--- src/rtl/mdio_pkg.sv ---
package mdio_pkg;
  localparam logic [2:0] RI_MODE  = 3'd0;
  localparam logic [2:0] RI_CMD   = 3'd1;
  localparam logic [2:0] RI_ADDR  = 3'd2;
  localparam logic [2:0] RI_WDATA = 3'd3;
  localparam logic [2:0] RI_RDATA = 3'd4;
  localparam logic [2:0] RI_STAT  = 3'd5;

  localparam logic [1:0] SOF_BITS = 2'b01;
  localparam logic [1:0] OP_READ  = 2'b10;
  localparam logic [1:0] OP_WRITE = 2'b01;
  localparam logic [1:0] TA_WRITE = 2'b10;

  localparam int unsigned CMD_SCAN_BIT  = 0;
  localparam int unsigned CMD_READ_BIT  = 1;
  localparam int unsigned CMD_WRITE_BIT = 2;
endpackage

--- src/rtl/mdio_clk_gen.sv ---
module mdio_clk_gen #(
  parameter int unsigned DIV_W = 8
) (
  input  logic             clk_i,
  input  logic             rst_ni,
  input  logic [DIV_W-1:0] div_i,
  output logic             mdc_o,
  output logic             rise_o,
  output logic             fall_o
);
  localparam int unsigned HALF_W = DIV_W - 1;

  logic [DIV_W-1:0]  div_even, div_eff;
  logic [HALF_W-1:0] half_m1, cnt_q;
  logic              mdc_q, wrap;

  // bit 0 dropped; zero floors to 2
  assign div_even = {div_i[DIV_W-1:1], 1'b0};
  assign div_eff  = (div_even == '0) ? DIV_W'(2) : div_even;
  assign half_m1  = div_eff[DIV_W-1:1] - HALF_W'(1);
  assign wrap     = (cnt_q >= half_m1);

  assign rise_o = wrap & ~mdc_q;
  assign fall_o = wrap &  mdc_q;
  assign mdc_o  = mdc_q;

  always_ff @(posedge clk_i or negedge rst_ni) begin
    if (!rst_ni) begin
      cnt_q <= '0;
      mdc_q <= 1'b0;
    end else if (wrap) begin
      cnt_q <= '0;
      mdc_q <= ~mdc_q;
    end else begin
      cnt_q <= cnt_q + HALF_W'(1);
    end
  end

  AST_RISE_SPACING: assert property (@(posedge clk_i) disable iff (!rst_ni)
    rise_o |=> !rise_o);
  AST_MDC_AFTER_RISE: assert property (@(posedge clk_i) disable iff (!rst_ni)
    rise_o |=> mdc_o);
endmodule

--- src/rtl/mdio_frame_engine.sv ---
module mdio_frame_engine
  import mdio_pkg::*;
#(
  parameter int unsigned PRE_LEN = 32,
  parameter int unsigned DATA_W  = 16,
  parameter int unsigned ADDR_W  = 5
) (
  input  logic              clk_i,
  input  logic              rst_ni,
  input  logic              start_i,
  input  logic              rd_i,
  input  logic              nopre_i,
  input  logic [ADDR_W-1:0] phy_i,
  input  logic [ADDR_W-1:0] reg_i,
  input  logic [DATA_W-1:0] wdata_i,
  input  logic              rise_i,
  input  logic              fall_i,
  input  logic              mdio_i,
  output logic              busy_o,
  output logic [DATA_W-1:0] rdata_o,
  output logic              mdio_o,
  output logic              mdio_oe_o
);
  localparam int unsigned FRAME_W = 4 + 2*ADDR_W + 2 + DATA_W;
  localparam int unsigned IDX_W   = $clog2(FRAME_W + PRE_LEN);
  localparam int unsigned FIDX_W  = $clog2(FRAME_W);
  localparam int unsigned REL_LEN = DATA_W + 2;

  logic               busy_q, active_q, rd_q, nopre_q, mdio_q, oe_q;
  logic [FRAME_W-1:0] frame_q;
  logic [IDX_W-1:0]   idx_q, start_idx, nxt_idx;
  logic [DATA_W-1:0]  sh_q, rdata_q, sh_next;
  logic               nxt_bit, nxt_oe, last_bit;

  assign start_idx = nopre_q ? IDX_W'(FRAME_W - 1) : IDX_W'(FRAME_W + PRE_LEN - 1);
  assign nxt_idx   = active_q ? (idx_q - IDX_W'(1)) : start_idx;
  assign nxt_bit   = (nxt_idx >= IDX_W'(FRAME_W)) ? 1'b1 : frame_q[nxt_idx[FIDX_W-1:0]];
  assign nxt_oe    = !(rd_q && (nxt_idx < IDX_W'(REL_LEN)));
  assign last_bit  = rise_i && active_q && (idx_q == '0);
  assign sh_next   = {sh_q[DATA_W-2:0], mdio_i};

  always_ff @(posedge clk_i or negedge rst_ni) begin
    if (!rst_ni) begin
      busy_q   <= 1'b0;
      active_q <= 1'b0;
      rd_q     <= 1'b0;
      nopre_q  <= 1'b0;
      frame_q  <= '0;
      idx_q    <= '0;
      sh_q     <= '0;
      rdata_q  <= '0;
      mdio_q   <= 1'b1;
      oe_q     <= 1'b0;
    end else if (start_i) begin
      busy_q  <= 1'b1;
      rd_q    <= rd_i;
      nopre_q <= nopre_i;
      frame_q <= {SOF_BITS, rd_i ? OP_READ : OP_WRITE, phy_i, reg_i,
                  rd_i ? 2'b00 : TA_WRITE, rd_i ? '0 : wdata_i};
    end else if (busy_q) begin
      if (fall_i) begin
        active_q <= 1'b1;
        idx_q    <= nxt_idx;
        mdio_q   <= nxt_bit;
        oe_q     <= nxt_oe;
      end
      if (rise_i && active_q) begin
        if (rd_q && idx_q < IDX_W'(DATA_W)) sh_q <= sh_next;
        if (last_bit) begin
          busy_q   <= 1'b0;
          active_q <= 1'b0;
          if (rd_q) rdata_q <= sh_next;
        end
      end
    end else if (fall_i) begin
      oe_q <= 1'b0;
    end
  end

  assign busy_o    = busy_q;
  assign rdata_o   = rdata_q;
  assign mdio_o    = mdio_q;
  assign mdio_oe_o = oe_q;

  AST_BUSY_UNTIL_LAST: assert property (@(posedge clk_i) disable iff (!rst_ni)
    (busy_o && !last_bit) |=> busy_o);
  AST_START_ONLY_IDLE: assert property (@(posedge clk_i) disable iff (!rst_ni)
    start_i |-> !busy_o);
  AST_RELEASED_FOR_DATA: assert property (@(posedge clk_i) disable iff (!rst_ni)
    (rise_i && active_q && rd_q && idx_q < IDX_W'(DATA_W)) |-> !mdio_oe_o);
  AST_HOLD_AT_RISE: assert property (@(posedge clk_i) disable iff (!rst_ni)
    rise_i |=> $stable(mdio_o));
  AST_DONE_IDLE: assert property (@(posedge clk_i) disable iff (!rst_ni)
    last_bit |=> !busy_o);
endmodule

--- src/rtl/mdio_mgmt_master.sv ---
module mdio_mgmt_master
  import mdio_pkg::*;
#(
  parameter int unsigned DIV_W   = 8,
  parameter int unsigned DATA_W  = 16,
  parameter int unsigned ADDR_W  = 5,
  parameter int unsigned PRE_LEN = 32
) (
  input  logic              clk_i,
  input  logic              rst_ni,
  input  logic              reg_we_i,
  input  logic [2:0]        reg_idx_i,
  input  logic [DATA_W-1:0] reg_wdata_i,
  output logic [DATA_W-1:0] reg_rdata_o,
  output logic              mdc_o,
  input  logic              mdio_i,
  output logic              mdio_o,
  output logic              mdio_oe_o
);
  localparam int unsigned REG_LSB = 8;
  localparam int unsigned MODE_W  = DIV_W + 1;

  logic [MODE_W-1:0] mode_q;
  logic [2:0]        cmd_q, cmd_prev_q;
  logic [ADDR_W-1:0] phy_q, regad_q;
  logic [DATA_W-1:0] wdata_q, rdata;
  logic              busy, rise, fall, rd_rise, wr_rise, start;

  always_ff @(posedge clk_i or negedge rst_ni) begin
    if (!rst_ni) begin
      mode_q     <= '0;
      cmd_q      <= '0;
      cmd_prev_q <= '0;
      phy_q      <= '0;
      regad_q    <= '0;
      wdata_q    <= '0;
    end else begin
      cmd_prev_q <= cmd_q;
      if (reg_we_i) begin
        case (reg_idx_i)
          RI_MODE:  mode_q  <= reg_wdata_i[MODE_W-1:0];
          RI_CMD:   cmd_q   <= reg_wdata_i[2:0];
          RI_ADDR: begin
            phy_q   <= reg_wdata_i[ADDR_W-1:0];
            regad_q <= reg_wdata_i[REG_LSB +: ADDR_W];
          end
          RI_WDATA: wdata_q <= reg_wdata_i;
          default: ;
        endcase
      end
    end
  end

  // edge-triggered acceptance; read outranks write
  assign rd_rise = cmd_q[CMD_READ_BIT]  & ~cmd_prev_q[CMD_READ_BIT];
  assign wr_rise = cmd_q[CMD_WRITE_BIT] & ~cmd_prev_q[CMD_WRITE_BIT];
  assign start   = !busy && (rd_rise || wr_rise);

  always_comb begin
    reg_rdata_o = '0;
    case (reg_idx_i)
      RI_MODE:  reg_rdata_o = DATA_W'(mode_q);
      RI_CMD:   reg_rdata_o = DATA_W'(cmd_q);
      RI_ADDR: begin
        reg_rdata_o[ADDR_W-1:0]          = phy_q;
        reg_rdata_o[REG_LSB +: ADDR_W]   = regad_q;
      end
      RI_WDATA: reg_rdata_o = wdata_q;
      RI_RDATA: reg_rdata_o = rdata;
      RI_STAT:  reg_rdata_o = DATA_W'({1'b0, busy, 1'b0});
      default:  reg_rdata_o = '0;
    endcase
  end

  mdio_clk_gen #(.DIV_W(DIV_W)) u_clk (
    .clk_i  (clk_i),
    .rst_ni (rst_ni),
    .div_i  (mode_q[DIV_W-1:0]),
    .mdc_o  (mdc_o),
    .rise_o (rise),
    .fall_o (fall)
  );

  mdio_frame_engine #(.PRE_LEN(PRE_LEN), .DATA_W(DATA_W), .ADDR_W(ADDR_W)) u_eng (
    .clk_i     (clk_i),
    .rst_ni    (rst_ni),
    .start_i   (start),
    .rd_i      (rd_rise),
    .nopre_i   (mode_q[DIV_W]),
    .phy_i     (phy_q),
    .reg_i     (regad_q),
    .wdata_i   (wdata_q),
    .rise_i    (rise),
    .fall_i    (fall),
    .mdio_i    (mdio_i),
    .busy_o    (busy),
    .rdata_o   (rdata),
    .mdio_o    (mdio_o),
    .mdio_oe_o (mdio_oe_o)
  );

  AST_BUSY_AFTER_ACCEPT: assert property (@(posedge clk_i) disable iff (!rst_ni)
    start |=> busy);
  AST_SCAN_ALONE_IDLE: assert property (@(posedge clk_i) disable iff (!rst_ni)
    (!busy && !rd_rise && !wr_rise) |=> !busy);
endmodule

--- config.mk ---
export PLATFORM = sky130hd
export DESIGN_NAME = mdio_mgmt_master
export DESIGN_NICKNAME = d
export VERILOG_FILES = /design/src/rtl/mdio_pkg.sv /design/src/rtl/mdio_clk_gen.sv /design/src/rtl/mdio_frame_engine.sv /design/src/rtl/mdio_mgmt_master.sv
export SDC_FILE = /design/constraint.sdc
export NUM_CORES = 1
export LEC_CHECK = 0
export ABC_AREA = 1
export BUFFER_PORTS_ARGS = -buffer_cell sky130_fd_sc_hd__buf_2
export CAP_MARGIN = 40
export CORE_MARGIN = 2
export CORE_UTILIZATION = 48
export DETAILED_ROUTE_END_ITERATION = 16
export GPL_TIMING_DRIVEN = 0
export HOLD_SLACK_MARGIN = 0.08
export PLACE_DENSITY = 0.7
export SKIP_LAST_GASP = 1
export SLEW_MARGIN = 20
export SYNTH_ARGS = -nofsm -noshare
export SYNTH_HDL_FRONTEND = slang
export SYNTH_SLANG_ARGS = --single-unit
--- constraint.sdc ---
create_clock -name clk_i -period 3 [get_ports clk_i]
set_clock_uncertainty 0.1 [all_clocks]
set_input_delay 0.45 -clock clk_i [delete_from_list [all_inputs] [get_ports clk_i]]
set_output_delay 0.45 -clock clk_i [all_outputs]
set_load 0.02 [all_outputs]
==> results by group <==
Status
  – Status: complete, no violations

Floorplan
  – Rows: 39
  – Die Wd: 113 um
  – Initial core utilization: 49.5%
  – Die height: 113 um
  – I/O Pins: 42
  – Core area: 11,500 um^2
  – Die area: 12,700 um^2

Setup path
  – Cell family with most CP delay: simple AND/OR/NAND/NOR gates
  – R2r startpoint: mode_q[6]$_DFFE_PN0P_
  – Critical Path Sink Type: flip-flop
  – Crit start category: flip-flop
  – CP max-delay cell: dfrtp_1
  – CP max FO: 6
  – Cell Chain, Critical Path: inv_2 -> nand2_4 -> nor2_4 -> a31oi_4 -> ha_4 -> nand2_4 -> nor2_4 -> xor2_2 -> ha_1 -> nand2_2 -> nor2_1 -> nand2_1 -> nand2_4 -> inv_4 -> nor3_4 -> nand2_4 -> buf_8 -> nand2_4 -> o21ai_2
  – CP max stage delay: 0.39 ns
  – CP required: 3.19 ns
  – Worst Reg-to-Reg Cells: 19
  – Critical path data arrival time: 3.13 ns
  – Reg2reg end: u_eng.rdata_o[9]$_DFFE_PN0P_
  – Worst reg-to-reg setup slack: 0.07 ns
  – WS Path Type: reg -> reg
  – Most used cell, CP: nand2_4
  – Crit path buffers/inverters: 3

CTS
  – CTS tree: done
  – Htree depth: 4
  – Root Buffer: clkbuf_16
  – Clk Latency, worst-skew pair: 0.41 ns
  – # clock sinks: 119
  – CTS buffer count: 17
  – Max Buffers Root-to-Sink: 2
  – Clock Pin Slew Worst Setup and Hold Paths: 0.06 ns

Hold path
  – HP Class: in -> reg
  – Min-Delay Startpoint: reg_wdata_i[9]
  – Endpoint, Worst Hold: regad_q[1]$_DFFE_PN0P_
  – Hold Path Stages: 3

Detailed routing
  – # DRC: 0
  – Number of vias per cell: 5.39
  – Final ANT Viol Nets: 0
  – DRT Wirelength: 14.7 mm
  – Vias: 4,896
  – Initial drt markers: 514
  – Wirelength per Cell: 16.2 um
  – Drt first pass iters: 5

Layout
  – Final #Nets: 785
  – Fin cells: 908
  – Share of cells above drive strength 1: 20.9%
  – Final core occ: 61.6%
  – Ant diodes: 0
  – Area grow syn2layout: 24.5%
  – Number of fill cells: 968

STA
  – RSZ-0062 raised after global routing: true
  – Final setup viols: 0
  – Final hold vios: 0
  – Achievable Freq: 0.341 GHz
  – Slew @ Worst Pin: 0.569 ns
  – Fin crit period: 2.93 ns
  – Rel. slew slack: 61.8%
  – Setup TNS: 0 ns
  – Max Slew Vio Count: 0
  – Hold slack: 0.207 ns
  – Tcrit/Tclk final: 97.8%

Global routing
  – Initial antenna violation count: 0
  – Total GRT Usage: 23.9%
  – GR Overflow Total: 0
  – Vias in the first global route: 4,946
  – First-pass GRT wire length: 23.8 mm
  – Largest net degree at the start of global routing: 65

Placement
  – Placed cells: 861
  – DP HPWL: 10.2 mm
  – IO Port Bufs: 41
  – Global placement routability congestion: 0.899

Power and ir drop
  – Total Power: 6.63 mW
  – Power density cells: 939 nW/um^2
  – Leak Pwr: 3.51 nW
  – Peak VDD IR: 0.000683 V

Synth
  – Synth Instances: 676
  – Synth Net Count: 709
  – Syn_area_per_cell: 8.39 um^2
  – Sequential-to-total area share from yosys stat: 52.5%
  – Unique cell type count in the Yosys netlist: 38
  – Flops & latches, synth: 119
  – EDFF count, synth: 0
  – Synth warn: 0
  – Top FF cell, synth: dfrtp_1
  – Synth Cell Area: 5670 um^2
  – Fraction of registers with async set/reset: 100%

Run
  – Reported max-cap violation count: 0
## layout by cell type (no fill, tap or decap), types with 12 or more instances in the layout
master,synthesis,layout
buf_2,9,46
clkbuf_1,11,13
clkbuf_16,0,19
dfrtp_1,118,117
inv_1,105,103
nand2_1,180,163
nand2_4,1,12
nand3_1,45,45
nor2_1,34,28
o21ai_0,58,58
o21ai_1,12,12
o21ai_2,21,21
o22ai_1,16,16
## Yosys cell counts (6+ instances only)
master	n	area, um^2
nand2_1	180	676
dfrtp_1	118	2950
inv_1	105	394
o21ai_0	58	290
nand3_1	45	225
nor2_1	34	128
o21ai_2	21	184
o22ai_1	16	100
o21ai_1	12	60.1
clkbuf_1	11	41.3
ha_1	10	125
buf_2	9	45.0
xor2_1	8	70.1
a21oi_1	6	30.0
## layout make-up
| class | instances | area (um^2) | share of cell area [%] |
|---|---|---|---|
| sequential | 119 | 2980 | 42.2 |
| clock buffer | 21 | 460 | 6.52 |
| inverter | 109 | 412 | 5.83 |
| buffer | 24 | 161 | 2.29 |
| multi-input combinational | 424 | 2350 | 33.2 |
| timing repair buffer | 57 | 400 | 5.67 |
| tap | 143 | 179 | 2.53 |
| clock inverter | 11 | 124 | 1.75 |
## logic make-up after synthesis
group                      Yosys count  synth area share, %
and+or+nand+nor                    273                 20.1
buffers and inverters              133                 9.44
AOI/OAI and AO/OA                  132                 14.4
DFF                                119                 52.5
adders and majority gates           10                 2.21
xor gates and xnor gates             9                 1.39
## where the power goes
group / leakage [nW] / internal (mW) / switching (mW)
registers: 1.52 / 2.04 / 0.272
clock network: 0.279 / 1.27 / 0.726
logic: 1.71 / 0.847 / 1.48
## state kept, by name, summed over array words and instances, names as in the netlist
register	flops
u_eng.frame_q	29
u_eng.rdata_o	16
wdata_q	16
u_eng.sh_q	15
mode_q	9
u_clk.cnt_q	7
u_eng.idx_q	6
phy_q	5
regad_q	5
cmd_q	3
cmd_prev_q	2
u_clk.mdc_o	1
u_eng.active_q	1
u_eng.busy_o	1
u_eng.mdio_o	1
u_eng.mdio_oe_o	1
u_eng.nopre_q	1
## per-stage QoR
step / worst slack, ns / cell area [um^2]
2_1_floorplan: 0.279 / 5670
3_3_place_gp: -0.174 / 6060
3_5_place_dp: -0.303 / 6090
4_1_cts: 0.0168 / 6760
5_1_grt: -0.0539 / 7060
6_report: 0.0655 / 7060
## layer usage
| layer | GRT usage (%) | part of all wire, % | vias up |
|---|---|---|---|
| met5 | 0 | 0 | - |
| met4 | 8.05 | 2.1 | 0 |
| met3 | 6.27 | 5.3 | 32 |
| met2 | 39.6 | 50 | 158 |
| met1 | 30.8 | 42 | 2376 |
| li1 | - | - | 2330 |
## what timing repair did
| item | 4_1_cts | 5_1_grt |
|---|---|---|
| endpoints found under the setup margin | 40 | 39 |
| cloned | 0 | 4 |
| hold endpoints to repair | 55 | 0 |
| hold buffers | 1 | 0 |
| pin swaps | 3 | 12 |
| gates resized for setup | 8 | 57 |
| setup buffers | 6 | 4 |
## tightest hold or removal path, stage by stage
cell and delay, ns:
buf_2 0.09, inv_1 0.05, o21ai_0 0.07
## worst max-delay path by stage
stage                                      from                            to  slack (ns)  cells after the start
final                     mode_q[6]$_DFFE_PN0P_  u_eng.rdata_o[9]$_DFFE_PN0P_        0.07                     19
after global routing      mode_q[6]$_DFFE_PN0P_  u_eng.rdata_o[9]$_DFFE_PN0P_       -0.05                     19
after CTS                 mode_q[5]$_DFFE_PN0P_  u_eng.rdata_o[5]$_DFFE_PN0P_        0.02                     19
after detailed placement  mode_q[5]$_DFFE_PN0P_  u_eng.rdata_o[5]$_DFFE_PN0P_       -0.30                     19
after global placement    mode_q[5]$_DFFE_PN0P_  u_eng.rdata_o[4]$_DFFE_PN0P_       -0.17                     19
after floorplan           mode_q[5]$_DFFE_PN0P_    u_eng.sh_q[10]$_DFFE_PN0P_        0.28                     18
No activity file was read; power rests on OpenSTA's default activity.
